**src/rtl/dsf_pkg.sv**
```systemverilog
package dsf_pkg;

   // How the address pair moves on the coming edge
   typedef enum logic [1:0] {
      STEP_SEQ      = 2'd0,   // delay slot next, then fall through
      STEP_REDIRECT = 2'd1,   // delay slot next, then the branch target
      STEP_SQUASHED = 2'd2    // current slot is dead: record ignored
   } step_e;

   typedef struct packed {
      step_e kind;
      logic  arm_kill;        // kill the instruction that follows
   } step_t;

endpackage

```
**src/rtl/dsf_resolve.sv**
```systemverilog
module dsf_resolve
   import dsf_pkg::*;
(
   input  logic  is_branch,
   input  logic  cond_met,
   input  logic  annul,
   input  logic  slot_dead,
   output step_t step
);

   logic live_br;

   assign live_br = is_branch & ~slot_dead;

   always_comb begin
      step.arm_kill = 1'b0;
      if (slot_dead) begin
         step.kind = STEP_SQUASHED;
      end else if (live_br && cond_met) begin
         step.kind = STEP_REDIRECT;
      end else begin
         step.kind = STEP_SEQ;
         step.arm_kill = live_br & annul;
      end
   end

endmodule

```
**src/rtl/dsf_align.sv**
```systemverilog
module dsf_align #(
   parameter int ADDR_W   = 32,
   parameter int LOW_BITS = 2
) (
   input  logic [ADDR_W-1:0] addr_in,
   output logic [ADDR_W-1:0] addr_out
);

   generate
      if (LOW_BITS == 0) begin : g_pass
         assign addr_out = addr_in;
      end else begin : g_mask
         assign addr_out = {addr_in[ADDR_W-1:LOW_BITS], {LOW_BITS{1'b0}}};
      end
   endgenerate

endmodule

```
**src/rtl/dsf_pc_pair.sv**
```systemverilog
module dsf_pc_pair
   import dsf_pkg::*;
#(
   parameter int                ADDR_W    = 32,
   parameter logic [ADDR_W-1:0] RESET_VEC = '0,
   parameter int                STEP_B    = 4
) (
   input  logic              clk,
   input  logic              rst,
   input  step_e             kind,
   input  logic [ADDR_W-1:0] target,
   output logic [ADDR_W-1:0] cur_q,
   output logic [ADDR_W-1:0] nxt_q
);

   localparam logic [ADDR_W-1:0] INC = ADDR_W'(STEP_B);

   logic [ADDR_W-1:0] nxt_d;

   always_comb begin
      unique case (kind)
         STEP_REDIRECT: nxt_d = target;
         default:       nxt_d = nxt_q + INC;
      endcase
   end

   always_ff @(posedge clk) begin
      if (rst) begin
         cur_q <= RESET_VEC;
         nxt_q <= RESET_VEC + INC;
      end else begin
         cur_q <= nxt_q;
         nxt_q <= nxt_d;
      end
   end

endmodule

```
**src/rtl/dsf_kill_flag.sv**
```systemverilog
module dsf_kill_flag (
   input  logic clk,
   input  logic rst,
   input  logic arm,
   output logic kill_q
);

   always_ff @(posedge clk) begin
      if (rst) kill_q <= 1'b0;
      else     kill_q <= arm;
   end

endmodule

```
**src/rtl/dslot_fetch_seq.sv**
```systemverilog
module dslot_fetch_seq
   import dsf_pkg::*;
#(
   parameter int                ADDR_W     = 32,
   parameter int                WORD_BYTES = 4,
   parameter logic [ADDR_W-1:0] RESET_VEC  = '0
) (
   input  logic              clk,
   input  logic              rst,
   input  logic              ex_branch,
   input  logic              ex_cond_met,
   input  logic              ex_annul,
   input  logic [ADDR_W-1:0] ex_target,
   output logic [ADDR_W-1:0] exec_pc,
   output logic [ADDR_W-1:0] fetch_addr,
   output logic              slot_kill
);

   localparam int ALIGN_BITS = (WORD_BYTES > 1) ? $clog2(WORD_BYTES) : 0;

   generate
      if (WORD_BYTES < 1 || (WORD_BYTES & (WORD_BYTES - 1)) != 0) begin : g_bad_word
         $error("WORD_BYTES must be a power of two");
      end
      if (ADDR_W <= ALIGN_BITS + 1) begin : g_bad_width
         $error("ADDR_W too narrow for the word size");
      end
      if (ALIGN_BITS > 0) begin : g_vec_chk
         if (RESET_VEC[ALIGN_BITS-1:0] != '0) begin : g_bad_vec
            $error("RESET_VEC must be word aligned");
         end
      end
   endgenerate

   step_t             step;
   logic [ADDR_W-1:0] tgt_aligned;

   dsf_resolve u_resolve (
      .is_branch (ex_branch),
      .cond_met  (ex_cond_met),
      .annul     (ex_annul),
      .slot_dead (slot_kill),
      .step      (step)
   );

   dsf_align #(.ADDR_W(ADDR_W), .LOW_BITS(ALIGN_BITS)) u_align (
      .addr_in  (ex_target),
      .addr_out (tgt_aligned)
   );

   dsf_pc_pair #(.ADDR_W(ADDR_W), .RESET_VEC(RESET_VEC), .STEP_B(WORD_BYTES)) u_pcs (
      .clk    (clk),
      .rst    (rst),
      .kind   (step.kind),
      .target (tgt_aligned),
      .cur_q  (exec_pc),
      .nxt_q  (fetch_addr)
   );

   dsf_kill_flag u_kill (
      .clk    (clk),
      .rst    (rst),
      .arm    (step.arm_kill),
      .kill_q (slot_kill)
   );

endmodule

```
**config.mk**
```make
export PLATFORM = sky130hd
export DESIGN_NAME = dslot_fetch_seq
export DESIGN_NICKNAME = d
export VERILOG_FILES = /design/src/rtl/dsf_pkg.sv /design/src/rtl/dsf_resolve.sv /design/src/rtl/dsf_align.sv /design/src/rtl/dsf_pc_pair.sv /design/src/rtl/dsf_kill_flag.sv /design/src/rtl/dslot_fetch_seq.sv
export SDC_FILE = /design/constraint.sdc
export NUM_CORES = 1
export LEC_CHECK = 0
export ABC_AREA = 1
export ABC_CLOCK_PERIOD_IN_PS = 1350
export BUFFER_PORTS_ARGS = -buffer_cell sky130_fd_sc_hd__buf_4
export CORE_ASPECT_RATIO = 1.25
export CORE_MARGIN = 1
export CORE_UTILIZATION = 40
export DETAILED_ROUTE_END_ITERATION = 10
export GPL_TIMING_DRIVEN = 0
export HOLD_SLACK_MARGIN = 0.02
export PLACE_DENSITY_LB_ADDON = 0.25
export SLEW_MARGIN = 20
export SYNTH_ARGS = -nofsm -noshare
export SYNTH_HDL_FRONTEND = slang
export SYNTH_SLANG_ARGS = --single-unit
```
**constraint.sdc**
```tcl
create_clock -name clk -period 1.35 [get_ports clk]
set_input_delay 0.27 -clock clk [delete_from_list [all_inputs] [get_ports clk]]
set_output_delay 0.27 -clock clk [all_outputs]
set_load 0.01 [all_outputs]
```
== After elaboration in Yosys (flattened, before gate mapping) ==
Cells that the tools add are included.

* Add/subtract/negate cells: 1
* Multipliers: 0
* Divide/modulo/power cells: 0
* $lt $le $gt $ge: 0
* Eq/ne operators: 1
* Shift-type cells: 0
* Multiplexer cells: 3
* Bitwise operators: 3
* Reductions and logical operators: 3

{| class="wikitable"
|+ Operators by type and width
! cell !! count
|-
| adder 32 x 3 -> 32 bit, second input constant || 1
|-
| two-way mux 32 bit || 1
|-
| OR reduction 3 bit || 1
|-
| bitwise AND 1 bit || 2
|-
| equality test 2 x 1 -> 1 bit, second input constant || 1
|-
| two-way mux 2 bit || 1
|-
| OR reduction 2 bit || 1
|-
| logical AND 1 bit || 1
|-
| two-way mux 1 bit || 1
|-
| NOT 1 bit || 1
|}

* Flip-flop bits (word level): 65
* Latch bits: 0
* Memory bits (writable): 0
* Bits in read-only memories: 0
* Bits of input ports: 37
* Logic and storage cells: 15
* Memories: 0

== Logic depth before layout (Yosys ltp) ==
Gate-level depths: netlist of the first run.

* Word-level depth: 7
* Gate-level depth with buffers: 10

== Modules after synthesis ==
From an unflattened synthesis of the first run, not the netlist that was laid out.

* Cells, all modules: 451
* Area, all modules: 3165.5 µm²

{| class="wikitable"
|+ Modules (own cells, without submodules)
! module !! instances !! cells each !! area an instance (µm²)
|-
| dsf_pc_pair || 1 || 408 || 2856.5
|-
| dsf_align || 1 || 33 || 244.0
|-
| dsf_resolve || 1 || 7 || 35.0
|-
| dsf_kill_flag || 1 || 3 || 30.0
|}

== Worst setup path before layout of the first run ==
No wires, ideal clock.

* Path kind: register -> register
* Start point: reg u_pcs.nxt_q[3]
* End point: reg u_pcs.nxt_q[30]
* Data arrival time: 1.307 ns
* Path slack: -0.066 ns
* Stages on the path, launching flop included: 11
* Buffers on the path: 0
* Cells stage by stage: dfxtp_1 -> ha_1 -> inv_1 -> nor2_8 -> inv_2 -> nor2_2 -> nand2_1 -> nand2_1 -> nand3_1 -> nand2_1 -> inv_1

* Longest elaborated chain between the ends: 2

{| class="wikitable"
|+ Ends and longest elaborated chain
! element !! RTL line !! source
|-
| from (decl) || dsf_pc_pair.sv:13 || <nowiki>output logic [ADDR_W-1:0] nxt_q</nowiki>
|-
| from (signal assigned) || dsf_pc_pair.sv:30 || <nowiki>nxt_q <= RESET_VEC + INC;</nowiki>
|-
| from (signal assigned) || dsf_pc_pair.sv:33 || <nowiki>nxt_q <= nxt_d;</nowiki>
|-
| adder 32 x 3 -> 32 bit || dsf_pc_pair.sv:23 || <nowiki>default: nxt_d = nxt_q + INC;</nowiki>
|-
| two-way mux 32 bit || dsf_pc_pair.sv:21 || <nowiki>unique case (kind)</nowiki>
|}

No other way between the ends.
A chain may end at the register's enable or synchronous reset.

== Worst setup path in the final report of the first run ==
* Start point: reg u_pcs.nxt_q[10]
* End point: reg u_pcs.nxt_q[22]

Same word-level chain as after synthesis.

==> metrics.md, run 1 <==
| Metric | Value |
|---|---|
| Mean Syn Cell Area | `6.91 sq um` |
| Startpoint Class | `register` |
| Routed Wire Length | `7930 microns` |
| Initial antenna violation count | `0` |
| CTS tree | `yes` |
| Ys Warns | `0` |
| Leakage | `2.08 nW` |
| Gate count of the mapped netlist | `423` |
| Min Hold Slack | `0.155 ns` |
| Slew Limit Fails | `0` |
| Worst r2r src | `u_pcs.nxt_q[10]` |
| Sequential element share of the synthesized area | `0.418` |
| Fin Setup TNS | `0 ns` |
| Die Span Y | `97.6 microns` |
| WHS Endpoint | `u_pcs.nxt_q[2]` |
| Iter 0 DRT Violations | `120` |
| Worst slew margin | `0.664` |
| Hold depth | `3` |
| Seq cells post-synth | `61` |
| Avg WL per Cell | `12.6 microns` |
| Max_cap viols | `0` |
| CTS Buf Count | `9` |
| Number of global-route vias before repair | `2687` |
| Area growth, synth to finish | `40.9%` |
| Fmax | `0.748 GHz` |
| Final hold viol count | `0` |
| Fin nets | `574` |
| RSZ-0062 raised after global routing | `yes` |
| Vias | `2886` |
| Largest net degree at the start of global routing | `11` |
| FILL cells | `691` |
| VDD IR-drop max | `0.000626 V` |
| Fin crit period | `1.34 ns` |
| GR Overflow Total | `0` |
| Die area | `0.00765 sq mm` |
| Final Core Density | `0.587` |
| # DRC | `0` |
| Critical Path RT | `1.62 ns` |
| Crit-path max FO | `5` |
| Root buf cell | `clkbuf_8` |
| Post-CTS Hold Buffers | `0` |
| Number of flops mapped to enable cells by yosys | `0` |
| Fraction of layout cells with a size suffix above 1 | `0.365` |
| TritonCTS Sinks | `61` |
| Reg2reg path depth | `8` |
| TritonRoute pass-1 iters | `5` |
| Commonest cells after routing, fill and taps aside | `buf_4, nor2_1, nand2_1, inv_1, dfxtp_1` |
| GP Congestion | `0.873` |
| Htree depth | `3` |
| End of the worst register-to-register path | `u_pcs.nxt_q[22]` |
| Final Worst Setup Slack | `0.0126 ns` |
| Mapped Area | `0.00292 sq mm` |
| PD cells | `976 mW/mm^2` |
| First-pass GRT wire length | `12700 microns` |
| Final worst-path cycle share | `0.991` |
| Min-delay src | `ex_target[2]` |
| Distinct cells, synth | `31` |
| Initial Utilization | `0.416` |
| Chip Width | `78.5 microns` |
| Status | `finished, final reports clean` |
| Detail Route Antenna Nets | `0` |
| Final setup vio count | `0` |
| Total chip power | `0.00402 W` |
| Post-place setup slack | `-0.115 ns` |
| Vias per std cell | `4.59` |
| Clock latency on the worst-skew pair | `0.34 ns` |
| Commonest non-fill, non-tap cell in the layout | `buf_4` |
| Detailed Place HPWL | `5950 microns` |
| FFs w/ async S/R, synth | `0` |
| CP Capture Type | `register` |
| IO buf count | `94` |
| Top_reg_cell synth | `dfxtp_1` |
| Crit Path Category | `register to register` |
| Global Route Usage Sum | `0.219` |
| I/O pins | `102` |
| Slew @ Worst Pin | `0.504 ns` |
| Clk_skew | `0.0111 ns` |
| Num rows | `34` |
| Clk slew on worst S/H paths | `0.06 ns` |
| Hold WC Path Type | `primary input to register` |
| Worst Path Arrival | `1.61 ns` |
| ANT cells | `0` |
| Worst-case clock buffer depth | `2` |
| R2R setup slack | `0.01 ns` |
| Core area | `0.00702 sq mm` |
==> layout make-up <==
class                           instances  area [sq um]  area share
Sequential cell                        61          1270       0.310
Clock inverter                          3          15.0     0.00365
Buffer                                 15          80.1      0.0194
Tap cell                               90           113      0.0273
Timing Repair Buffer                   99           743       0.180
Inverter                               59           230      0.0559
Clock buffer                           11           131      0.0319
Multi-Input combinational cell        291          1530       0.372
==> where the power goes <==
group          internal, W  switching, W
clock network     0.000636      0.000669
registers          0.00192      0.000113
logic             0.000331      0.000351
==> critical path: stages, from the launching register on <==
cell	delay, ns
dfxtp_2	0.36
nand2_1	0.10
nor2_1	0.19
nand2_1	0.18
nor2_8	0.18
nand3_1	0.08
nand2_1	0.06
nor2_1	0.04
nor2_1	0.07
==> registers in the layout, summed over array words and instances (netlist names) <==
register,flops
u_kill.kill_q,1
u_pcs.cur_q,30
u_pcs.nxt_q,30
==> Yosys cell counts (2+ instances only) <==
cell	instances	area, sq um
inv_1	57	214
xor2_1	7	61.3
nand2_4	3	33.8
nor2_1	111	417
and2_1	3	18.8
nor2_8	5	100
buf_2	2	10.0
nand3_1	25	125
nor2_4	5	56.3
nand2_2	3	18.8
dfxtp_1	61	1220
o21ai_0	19	95.1
clkbuf_1	7	26.3
o21ai_1	3	15.0
nand2_1	85	319
buf_4	5	37.5
a21oi_1	8	40.0
==> worst max path at each step <==
stage	slack, ns	end	from	cells after the start
floorplan	0.003	u_pcs.nxt_q[30]	u_pcs.nxt_q[3]	10
global placement	-0.11	u_pcs.nxt_q[30]	u_pcs.nxt_q[6]	9
detailed placement	-0.12	u_pcs.nxt_q[30]	u_pcs.nxt_q[3]	10
CTS	0.006	u_pcs.nxt_q[30]	u_pcs.nxt_q[8]	9
global route	-0.09	u_pcs.nxt_q[22]	u_pcs.nxt_q[11]	7
finish	0.01	u_pcs.nxt_q[22]	u_pcs.nxt_q[10]	8
==> kinds of logic (layout without fill, tap and decap cells) <==
group	count (synthesis)	after routing	share of synthesized area
and+or+nand+nor	246	246	0.393
buffers and inverters	74	187	0.102
DFF	61	61	0.418
AOI/OAI and AO/OA	32	32	0.0569
xor gates and xnor gates	8	8	0.0240
adders and majority gates	1	1	0.00428
other	1	4	0.00128
==> per-stage QoR <==
| stage | cells | cell area [sq um] |
|---|---|---|
| 2_1_floorplan | 426 | 2940 |
| 3_3_place_gp | 610 | 3750 |
| 3_5_place_dp | 610 | 3750 |
| 4_1_cts | 625 | 3960 |
| 5_1_grt | 629 | 4120 |
| 6_report | 629 | 4120 |
==> metal layers <==
metal	routed length (microns)	global-route usage	up-vias
met2	4120	0.390	94
met5	0	0	-
li1	-	-	1498
met1	3220	0.255	1285
met3	488	0.0554	9
met4	100	0.0613	0
==> timing repair <==
| item | 4_1_cts | 5_1_grt |
|---|---|---|
| endpoints found under the setup margin | 24 | 28 |
| pin swaps | 2 | 16 |
| buffers inserted | 1 | 4 |
| resized for setup | 22 | 57 |
Note: power is estimated with default switching activity, not from simulation.
==> run 2, diff against run 1 <==
SYNTH_HIERARCHICAL = 1   (was not set)
==> run 2 against run 1 <==
Effect of this change:
- the run now ends with negative setup slack left
- first-iteration DRC count grew 28%
- final cell count grew 2.5%
- register-to-register slack lost 0.10 ns
- sequential power grew 6%
- combinational power grew 13%
- non-clock buffer count grew 18
- total power grew 12%
- largest cell class unchanged
==> metrics.md, run 2 <==
| Metric | Value |
|---|---|
| Post-synth top cells | `nor2_1, nand2_1, inv_1, dfxtp_1, o21ai_0 (was nor2_1, nand2_1, dfxtp_1, inv_1, nand3_1)` |
| Register area | `0.00135 sq mm (was 0.00127 sq mm)` |
| Reg2reg path depth | `8 (unchanged)` |
| FFs w/ async S/R, synth | `0 (unchanged)` |
| Final Core Density | `0.582 (was 0.587)` |
| Die area | `0.00828 sq mm (was 0.00765 sq mm)` |
| IO buf count | `69 (was 94)` |
| Number of flops mapped to enable cells by yosys | `0 (unchanged)` |
| Htree depth | `3 (unchanged)` |
| Area growth, synth to finish | `38.5% (was 40.9%)` |
| Fraction of layout cells with a size suffix above 1 | `0.396 (was 0.365)` |
| Count leader, synth | `nor2_1 (unchanged)` |
| Total chip power | `0.00451 W (was 0.00402 W)` |
| Top_reg_cell synth | `dfxtp_1 (unchanged)` |
| Vias per std cell | `4.80 (was 4.59)` |
| Non-Filler Instances | `645 (was 629)` |
| Top flop regs | `u_pcs/cur_q (32), u_pcs/nxt_q (32), u_kill/kill_q (1) (was u_pcs.cur_q (30), u_pcs.nxt_q (30), u_kill.kill_q (1))` |
| Crit-path max FO | `4 (was 5)` |
| Core area | `0.00753 sq mm (was 0.00702 sq mm)` |
| Worst slew margin | `0.613 (was 0.664)` |
| Vias | `3099 (was 2886)` |
| Max_cap viols | `0 (unchanged)` |
| Clk_skew | `0.00985 ns (was 0.0111 ns)` |
| RSZ-0062 raised after global routing | `yes (unchanged)` |
| Startpoint Class | `register (unchanged)` |
| Gate count of the mapped netlist | `451 (was 423)` |
| Worst Path Arrival | `1.68 ns (was 1.61 ns)` |
| Mean Syn Cell Area | `7.02 sq um (was 6.91 sq um)` |
| Largest net degree at the start of global routing | `12 (was 11)` |
| Initial antenna violation count | `0 (unchanged)` |
| Detail Route Antenna Nets | `0 (unchanged)` |
| TritonRoute pass-1 iters | `5 (unchanged)` |
| VDD IR-drop max | `0.000649 V (was 0.000626 V)` |
| Mapped Area | `0.00317 sq mm (was 0.00292 sq mm)` |
| CTS Buf Count | `9 (unchanged)` |
| Most used cell, CP | `nand2_4` |
| Commonest non-fill, non-tap cell in the layout | `buf_4 (unchanged)` |
| Multi-input gate area in the final layout | `0.00147 sq mm (was 0.00153 sq mm)` |
| Final Worst Setup Slack | `-0.0900 ns (was 0.0126 ns)` |
| Num rows | `35 (was 34)` |
| Detailed Place HPWL | `6200 microns (was 5950 microns)` |
| Yosys top cell by area | `dfxtp_1 (unchanged)` |
| Slew Limit Fails | `0 (unchanged)` |
| FILL cells | `740 (was 691)` |
| Clk slew on worst S/H paths | `0.07 ns (was 0.06 ns)` |
| Leakage | `2.14 nW (was 2.08 nW)` |
| Worst-case clock buffer depth | `2 (unchanged)` |
| Status | `finished, violations left (was finished, final reports clean)` |
| Slowest cell on the critical path | `dfxtp_4 (was dfxtp_2)` |
| Fin nets | `587 (was 574)` |
| Initial Utilization | `0.420 (was 0.416)` |
| Hold WC Path Type | `primary input to register (unchanged)` |
| Global Route Usage Sum | `0.220 (was 0.219)` |
| GR Overflow Total | `0 (unchanged)` |
| Fin crit period | `1.44 ns (was 1.34 ns)` |
| Post-place setup slack | `-0.323 ns (was -0.115 ns)` |
| Final worst-path cycle share | `1.07 (was 0.991)` |
| Max incr delay on CP | `0.38 ns (was 0.36 ns)` |
| Die Span Y | `101 microns (was 97.6 microns)` |
| Distinct cells, synth | `24 (was 31)` |
| Iter 0 DRT Violations | `153 (was 120)` |
| Critical Path RT | `1.59 ns (was 1.62 ns)` |
| Final setup vio count | `17 (was 0)` |
| Ranking of synthesized cells by area | `dfxtp_1, nor2_1, nand2_1 (unchanged)` |
| Hold depth | `2 (was 3)` |
| PD cells | `1030 mW/mm^2 (was 976 mW/mm^2)` |
| Post-synth top area share | `0.411 (was 0.418)` |
| Ys Warns | `6 (was 0)` |
| GP Congestion | `0.874 (was 0.873)` |
| Chip Width | `81.6 microns (was 78.5 microns)` |
| First-pass GRT wire length | `13600 microns (was 12700 microns)` |
| Commonest cells after routing, fill and taps aside | `buf_4, nand2_1, inv_1, nor2_1, dfxtp_1 (was buf_4, nor2_1, nand2_1, inv_1, dfxtp_1)` |
| Number of global-route vias before repair | `2944 (was 2687)` |
| Cells along the critical path | `ha_4, nand2_4, nor2_4, nand2_4, buf_4, xor2_1, o21bai_1, inv_1 (was nand2_1, nor2_1, nand2_1, nor2_8, nand3_1, nand2_1, nor2_1, nor2_1)` |
| Seq cells post-synth | `65 (was 61)` |
| # DRC | `0 (unchanged)` |
| CP Capture Type | `register (unchanged)` |
| Final hold viol count | `0 (unchanged)` |
| Slew @ Worst Pin | `0.580 ns (was 0.504 ns)` |
| Root buf cell | `clkbuf_8 (unchanged)` |
| TritonCTS Sinks | `65 (was 61)` |
| I/O pins | `102 (unchanged)` |
| Clock latency on the worst-skew pair | `0.35 ns (was 0.34 ns)` |
| Crit Path Category | `register to register (unchanged)` |
| Placed Cells incl. Taps | `613 (was 610)` |
| Avg WL per Cell | `13.5 microns (was 12.6 microns)` |
| Sequential element share of the synthesized area | `0.411 (was 0.418)` |
| ANT cells | `0 (unchanged)` |
| CTS tree | `yes (unchanged)` |
| Routed Wire Length | `8680 microns (was 7930 microns)` |
| Failing checks | `negative setup slack` |
| Fmax | `0.694 GHz (was 0.748 GHz)` |
-- run 2: changes by cell type in the layout (fill, tap and decap cells not counted), moves of 5 or more --
cell	before	now
nand2_1	76	71
a21oi_1	8	15
inv_1	55	66
buf_4	104	121
o21ai_2	2	8
o21bai_1	0	9
o21ai_1	6	11
nor2_1	97	65
nand2_2	12	6
-- run 2: worst max-delay path, delay by kind of cell, from the launching register on --
kind	cells	cell delay (ns)
DFF	1	0.38
and+or+nand+nor	3	0.35
buffers and inverters	2	0.20
adders and majority gates	1	0.15
xor gates and xnor gates	1	0.14
AOI/OAI and AO/OA	1	0.12
-- run 2: kinds of logic after synthesis --
family	Yosys count	share of synthesized area
AO/OA/AOI/OAI	59	0.101
XOR/XNOR	8	0.0221
adder cells (fa/ha/maj)	1	0.00395
buffers and inverters	114	0.175
flip-flops	65	0.411
other	1	0.00118
AND/OR/NAND/NOR	203	0.286
-- run 2: final cells by class --
class | instances | share of cell area
inverter | 68 | 0.0594
sequential | 65 | 0.309
multi-input combinational | 273 | 0.336
clock buffer | 10 | 0.0291
buffer | 46 | 0.0796
tap | 92 | 0.0263
clock inverter | 5 | 0.0128
timing repair buffer | 86 | 0.148
-- run 2: where the power goes --
| group | switching [W] | internal (W) | leakage, nW |
|---|---|---|---|
| registers | 0.000107 | 0.00205 | 0.545 |
| logic | 0.000385 | 0.000385 | 1.50 |
| clock network | 0.000750 | 0.000840 | 0.0887 |
| total | 0.00124 | 0.00327 | 2.14 |
-- run 2: path summary, 6_finish.rpt --
path                                      from        endpoint  slack [ns]
worst max-delay path            u_pcs/nxt_q[3]  u_pcs/nxt_q[8]       -0.09
worst min-delay path                       rst   u_kill/kill_q        0.08
worst max register to register  u_pcs/nxt_q[3]  u_pcs/nxt_q[8]       -0.09
worst min register to register  u_pcs/nxt_q[0]  u_pcs/cur_q[0]        0.45
-- run 2: metrics by stage --
step                hold WS (ns)  area (sq um)  TNS (ns)
CTS                       0.0556          4170    -0.214
detailed placement         0.440          3830     -8.30
global route              0.0765          4380     -2.60
floorplan                  0.337          3190         0
finish                    0.0753          4380    -0.700
global placement           0.437          3830     -7.46
-- run 2: per-layer routing --
layer | wire (microns) | up-vias | GRT usage | share of wire
met3 | 587 | 23 | 0.0450 | 0.068
met4 | 276 | 0 | 0.136 | 0.032
met5 | 0 | - | 0 | 0
li1 | - | 1536 | - | -
met2 | 4370 | 118 | 0.363 | 0.50
met1 | 3440 | 1422 | 0.258 | 0.40
-- run 2: timing repair --
action | in CTS | in global routing
setup endpoints to repair | 32 | 32
buffers inserted | 8 | 8
hold buffers | 0 | 0
pin swaps | 10 | 13
gates cloned | 0 | 1
gates resized for setup | 42 | 71
==> run 3, diff against run 2 <==
ABC_CLOCK_PERIOD_IN_PS = 1800   (was 1350)
CAP_MARGIN = 20   (was not set)
REMOVE_ABC_BUFFERS = 1   (was not set)
clock period = 1.8 ns   (was 1.35 ns; I/O delays follow)
==> run 3 against run 2 <==
Effect of this change:
- the flow now finishes without violations
- global-route usage is 2.7 points lower
- design area down 9.5%
- flip-flop and latch count unchanged
- non-clock buffer count is 31 lower
- critical endpoint is now u_pcs/nxt_q[17]
- final cell count decreased by 4.7%
- highest routed layer unchanged
- first-iteration DRC count shrank 26%
- largest power group unchanged
- critical path depth is 1 higher
- total power decreased by 25%
==> metrics.md, run 3 (same netlist as run 2, synthesis figures left out) <==
| Metric | Value |
|---|---|
| Most used cell, CP | `inv_1 (was nand2_4)` |
| Final hold viol count | `0 (unchanged)` |
| Routed wl met3 | `534 microns (was 587 microns)` |
| Crit-path max FO | `52 (was 4)` |
| CP Depth | `9 (was 8)` |
| Global Route Usage Sum | `0.193 (was 0.220)` |
| Final Core Density | `0.527 (was 0.582)` |
| Crit path max-delay family | `simple AND/OR/NAND/NOR gates (was flip-flops)` |
| PD cells | `851 mW/mm^2 (was 1030 mW/mm^2)` |
| Fin crit period | `1.61 ns (was 1.44 ns)` |
| Critical Path RT | `2.02 ns (was 1.59 ns)` |
| Initial antenna violation count | `0 (unchanged)` |
| Htree depth | `3 (unchanged)` |
| Fin nets | `556 (was 587)` |
| Multi-input gate area in the final layout | `0.00133 sq mm (was 0.00147 sq mm)` |
| Max incr delay on CP | `0.35 ns (was 0.38 ns)` |
| First-pass GRT wire length | `12000 microns (was 13600 microns)` |
| Final worst-path cycle share | `0.894 (was 1.07)` |
| Root buf cell | `clkbuf_8 (unchanged)` |
| Worst Setup SP | `u_kill/kill_q (was u_pcs/nxt_q[3])` |
| Clk_skew | `0.00948 ns (was 0.00985 ns)` |
| Vias | `2886 (was 3099)` |
| WL met1 | `3180 microns (was 3440 microns)` |
| Fraction of layout cells with a size suffix above 1 | `0.268 (was 0.396)` |
| CP Capture Type | `register (unchanged)` |
| Hold depth | `3 (was 2)` |
| Commonest non-fill, non-tap cell in the layout | `buf_4 (unchanged)` |
| Status | `finished, final reports clean (was finished, violations left)` |
| Initial Utilization | `0.420 (unchanged)` |
| RSZ-0062 raised after global routing | `no (was yes)` |
| Iter 0 DRT Violations | `113 (was 153)` |
| Worst Path Arrival | `1.83 ns (was 1.68 ns)` |
| Worst slew margin | `0.386 (was 0.613)` |
| CTS Buf Count | `9 (unchanged)` |
| Core area | `0.00753 sq mm (unchanged)` |
| Leakage | `1.95 nW (was 2.14 nW)` |
| Commonest cells after routing, fill and taps aside | `buf_4, nor2_1, nand2_1, inv_1, dfxtp_1 (was buf_4, nand2_1, inv_1, nor2_1, dfxtp_1)` |
| TritonRoute pass-1 iters | `5 (unchanged)` |
| GP Congestion | `0.804 (was 0.874)` |
| IO buf count | `99 (was 69)` |
| WHS Endpoint | `u_pcs/nxt_q[2] (was u_kill/kill_q)` |
| End of the worst register-to-register path | `u_pcs/nxt_q[17] (was u_pcs/nxt_q[8])` |
| Max_cap viols | `0 (unchanged)` |
| Max Used Layer | `met4 (unchanged)` |
| Avg WL per Cell | `12.3 microns (was 13.5 microns)` |
| Slew Limit Fails | `0 (unchanged)` |
| ANT cells | `0 (unchanged)` |
| CP bufs+invs | `4 (was 2)` |
| DR WL met2 | `3800 microns (was 4370 microns)` |
| Detailed Place HPWL | `5420 microns (was 6200 microns)` |
| CTS tree | `yes (unchanged)` |
| Cells along the critical path | `inv_1, nand2_2, nor2_1, inv_1, nor2_4, inv_6, or2_2, nand3_1, inv_1 (was ha_4, nand2_4, nor2_4, nand2_4, buf_4, xor2_1, o21bai_1, inv_1)` |
| Die Span Y | `101 microns (unchanged)` |
| Worst-case clock buffer depth | `2 (unchanged)` |
| Largest net degree at the start of global routing | `53 (was 12)` |
| Worst r2r src | `u_kill/kill_q (was u_pcs/nxt_q[3])` |
| Num rows | `35 (unchanged)` |
| Die area | `0.00828 sq mm (unchanged)` |
| GR Overflow Total | `0 (unchanged)` |
| Hold WC Path Type | `primary input to register (unchanged)` |
| VDD IR-drop max | `0.000600 V (was 0.000649 V)` |
| Vias per std cell | `4.69 (was 4.80)` |
| Slew @ Worst Pin | `0.920 ns (was 0.580 ns)` |
| Slowest cell on the critical path | `dfxtp_1 (was dfxtp_4)` |
| Min-delay src | `ex_target[2] (was rst)` |
| Startpoint Class | `register (unchanged)` |
| # DRC | `0 (unchanged)` |
| Fmax | `0.622 GHz (was 0.694 GHz)` |
| Number of global-route vias before repair | `2693 (was 2944)` |
| Clk slew on worst S/H paths | `0.07 ns (about the same)` |
| TritonCTS Sinks | `65 (unchanged)` |
| Fin Setup TNS | `0 ns (was -0.700 ns)` |
| FILL cells | `789 (was 740)` |
| R2R setup slack | `0.19 ns (was -0.09 ns)` |
| Register area | `0.00130 sq mm (was 0.00135 sq mm)` |
| Top flop regs | `u_pcs/cur_q (32), u_pcs/nxt_q (32), u_kill/kill_q (1) (unchanged)` |
| Final setup vio count | `0 (was 17)` |
| Crit Path Category | `register to register (unchanged)` |
| Chip Width | `81.6 microns (unchanged)` |
| I/O pins | `102 (unchanged)` |
| Routed Wire Length | `7570 microns (was 8680 microns)` |
| Clock latency on the worst-skew pair | `0.33 ns (was 0.35 ns)` |
| Reg2reg path depth | `9 (was 8)` |
| Area growth, synth to finish | `25.3% (was 38.5%)` |
| Detail Route Antenna Nets | `0 (unchanged)` |
-- run 3: how the worst max path moves through the flow --
stage	end	slack (ns)
2_1_floorplan	u_pcs/nxt_q[17]	-0.38
3_3_place_gp	u_pcs/nxt_q[18]	-1.33
3_5_place_dp	u_pcs/nxt_q[17]	-0.89
4_1_cts	u_pcs/nxt_q[17]	0.02
5_1_grt	u_pcs/nxt_q[28]	0.009
6_report	u_pcs/nxt_q[17]	0.19
-- run 3: routing by layer --
metal	vias up	track usage
li1	1481	-
met1	1308	0.220
met2	93	0.338
met3	4	0.0613
met4	0	0.0648
met5	-	0
-- run 3: tightest hold or removal path: stages --
cell and delay, ns:
buf_4 0.07, nand2_1 0.04, o211ai_1 0.06
-- run 3: timing repair --
item,in CTS,in global routing
setup buffers,0,2
pin swaps,0,1
hold buffers,0,0
setup endpoints to repair,31,14
resized for setup,4,1
-- run 3: metrics by stage --
stage | cell area (sq um) | worst slack [ns] | std cells | hold WS [ns] | total power (W)
floorplan | 2870 | -0.384 | 406 | 0.427 | 0.00185
global route | 3970 | 0.00885 | 615 | 0.232 | 0.00356
finish | 3970 | 0.192 | 615 | 0.241 | 0.00337
detailed placement | 3730 | -0.894 | 597 | 0.448 | 0.00212
global placement | 3730 | -1.33 | 597 | 0.434 | 0.00211
CTS | 3950 | 0.0174 | 613 | 0.221 | 0.00341
-- run 3: cell type report --
cell class                      count  share of cell area
Timing Repair Buffer              101               0.191
Clock buffer                       14              0.0435
Clock inverter                      2             0.00883
Inverter                           68              0.0656
Multi-Input combinational cell    273               0.334
Tap cell                           92              0.0290
Sequential cell                    65               0.328
-- run 3: power breakdown --
part           total, W  internal (W)  switching [W]  leakage [nW]
Sequential      0.00161       0.00153      0.0000808         0.534
Clock           0.00129      0.000753       0.000534         0.107
Combinational  0.000479      0.000233       0.000246          1.31
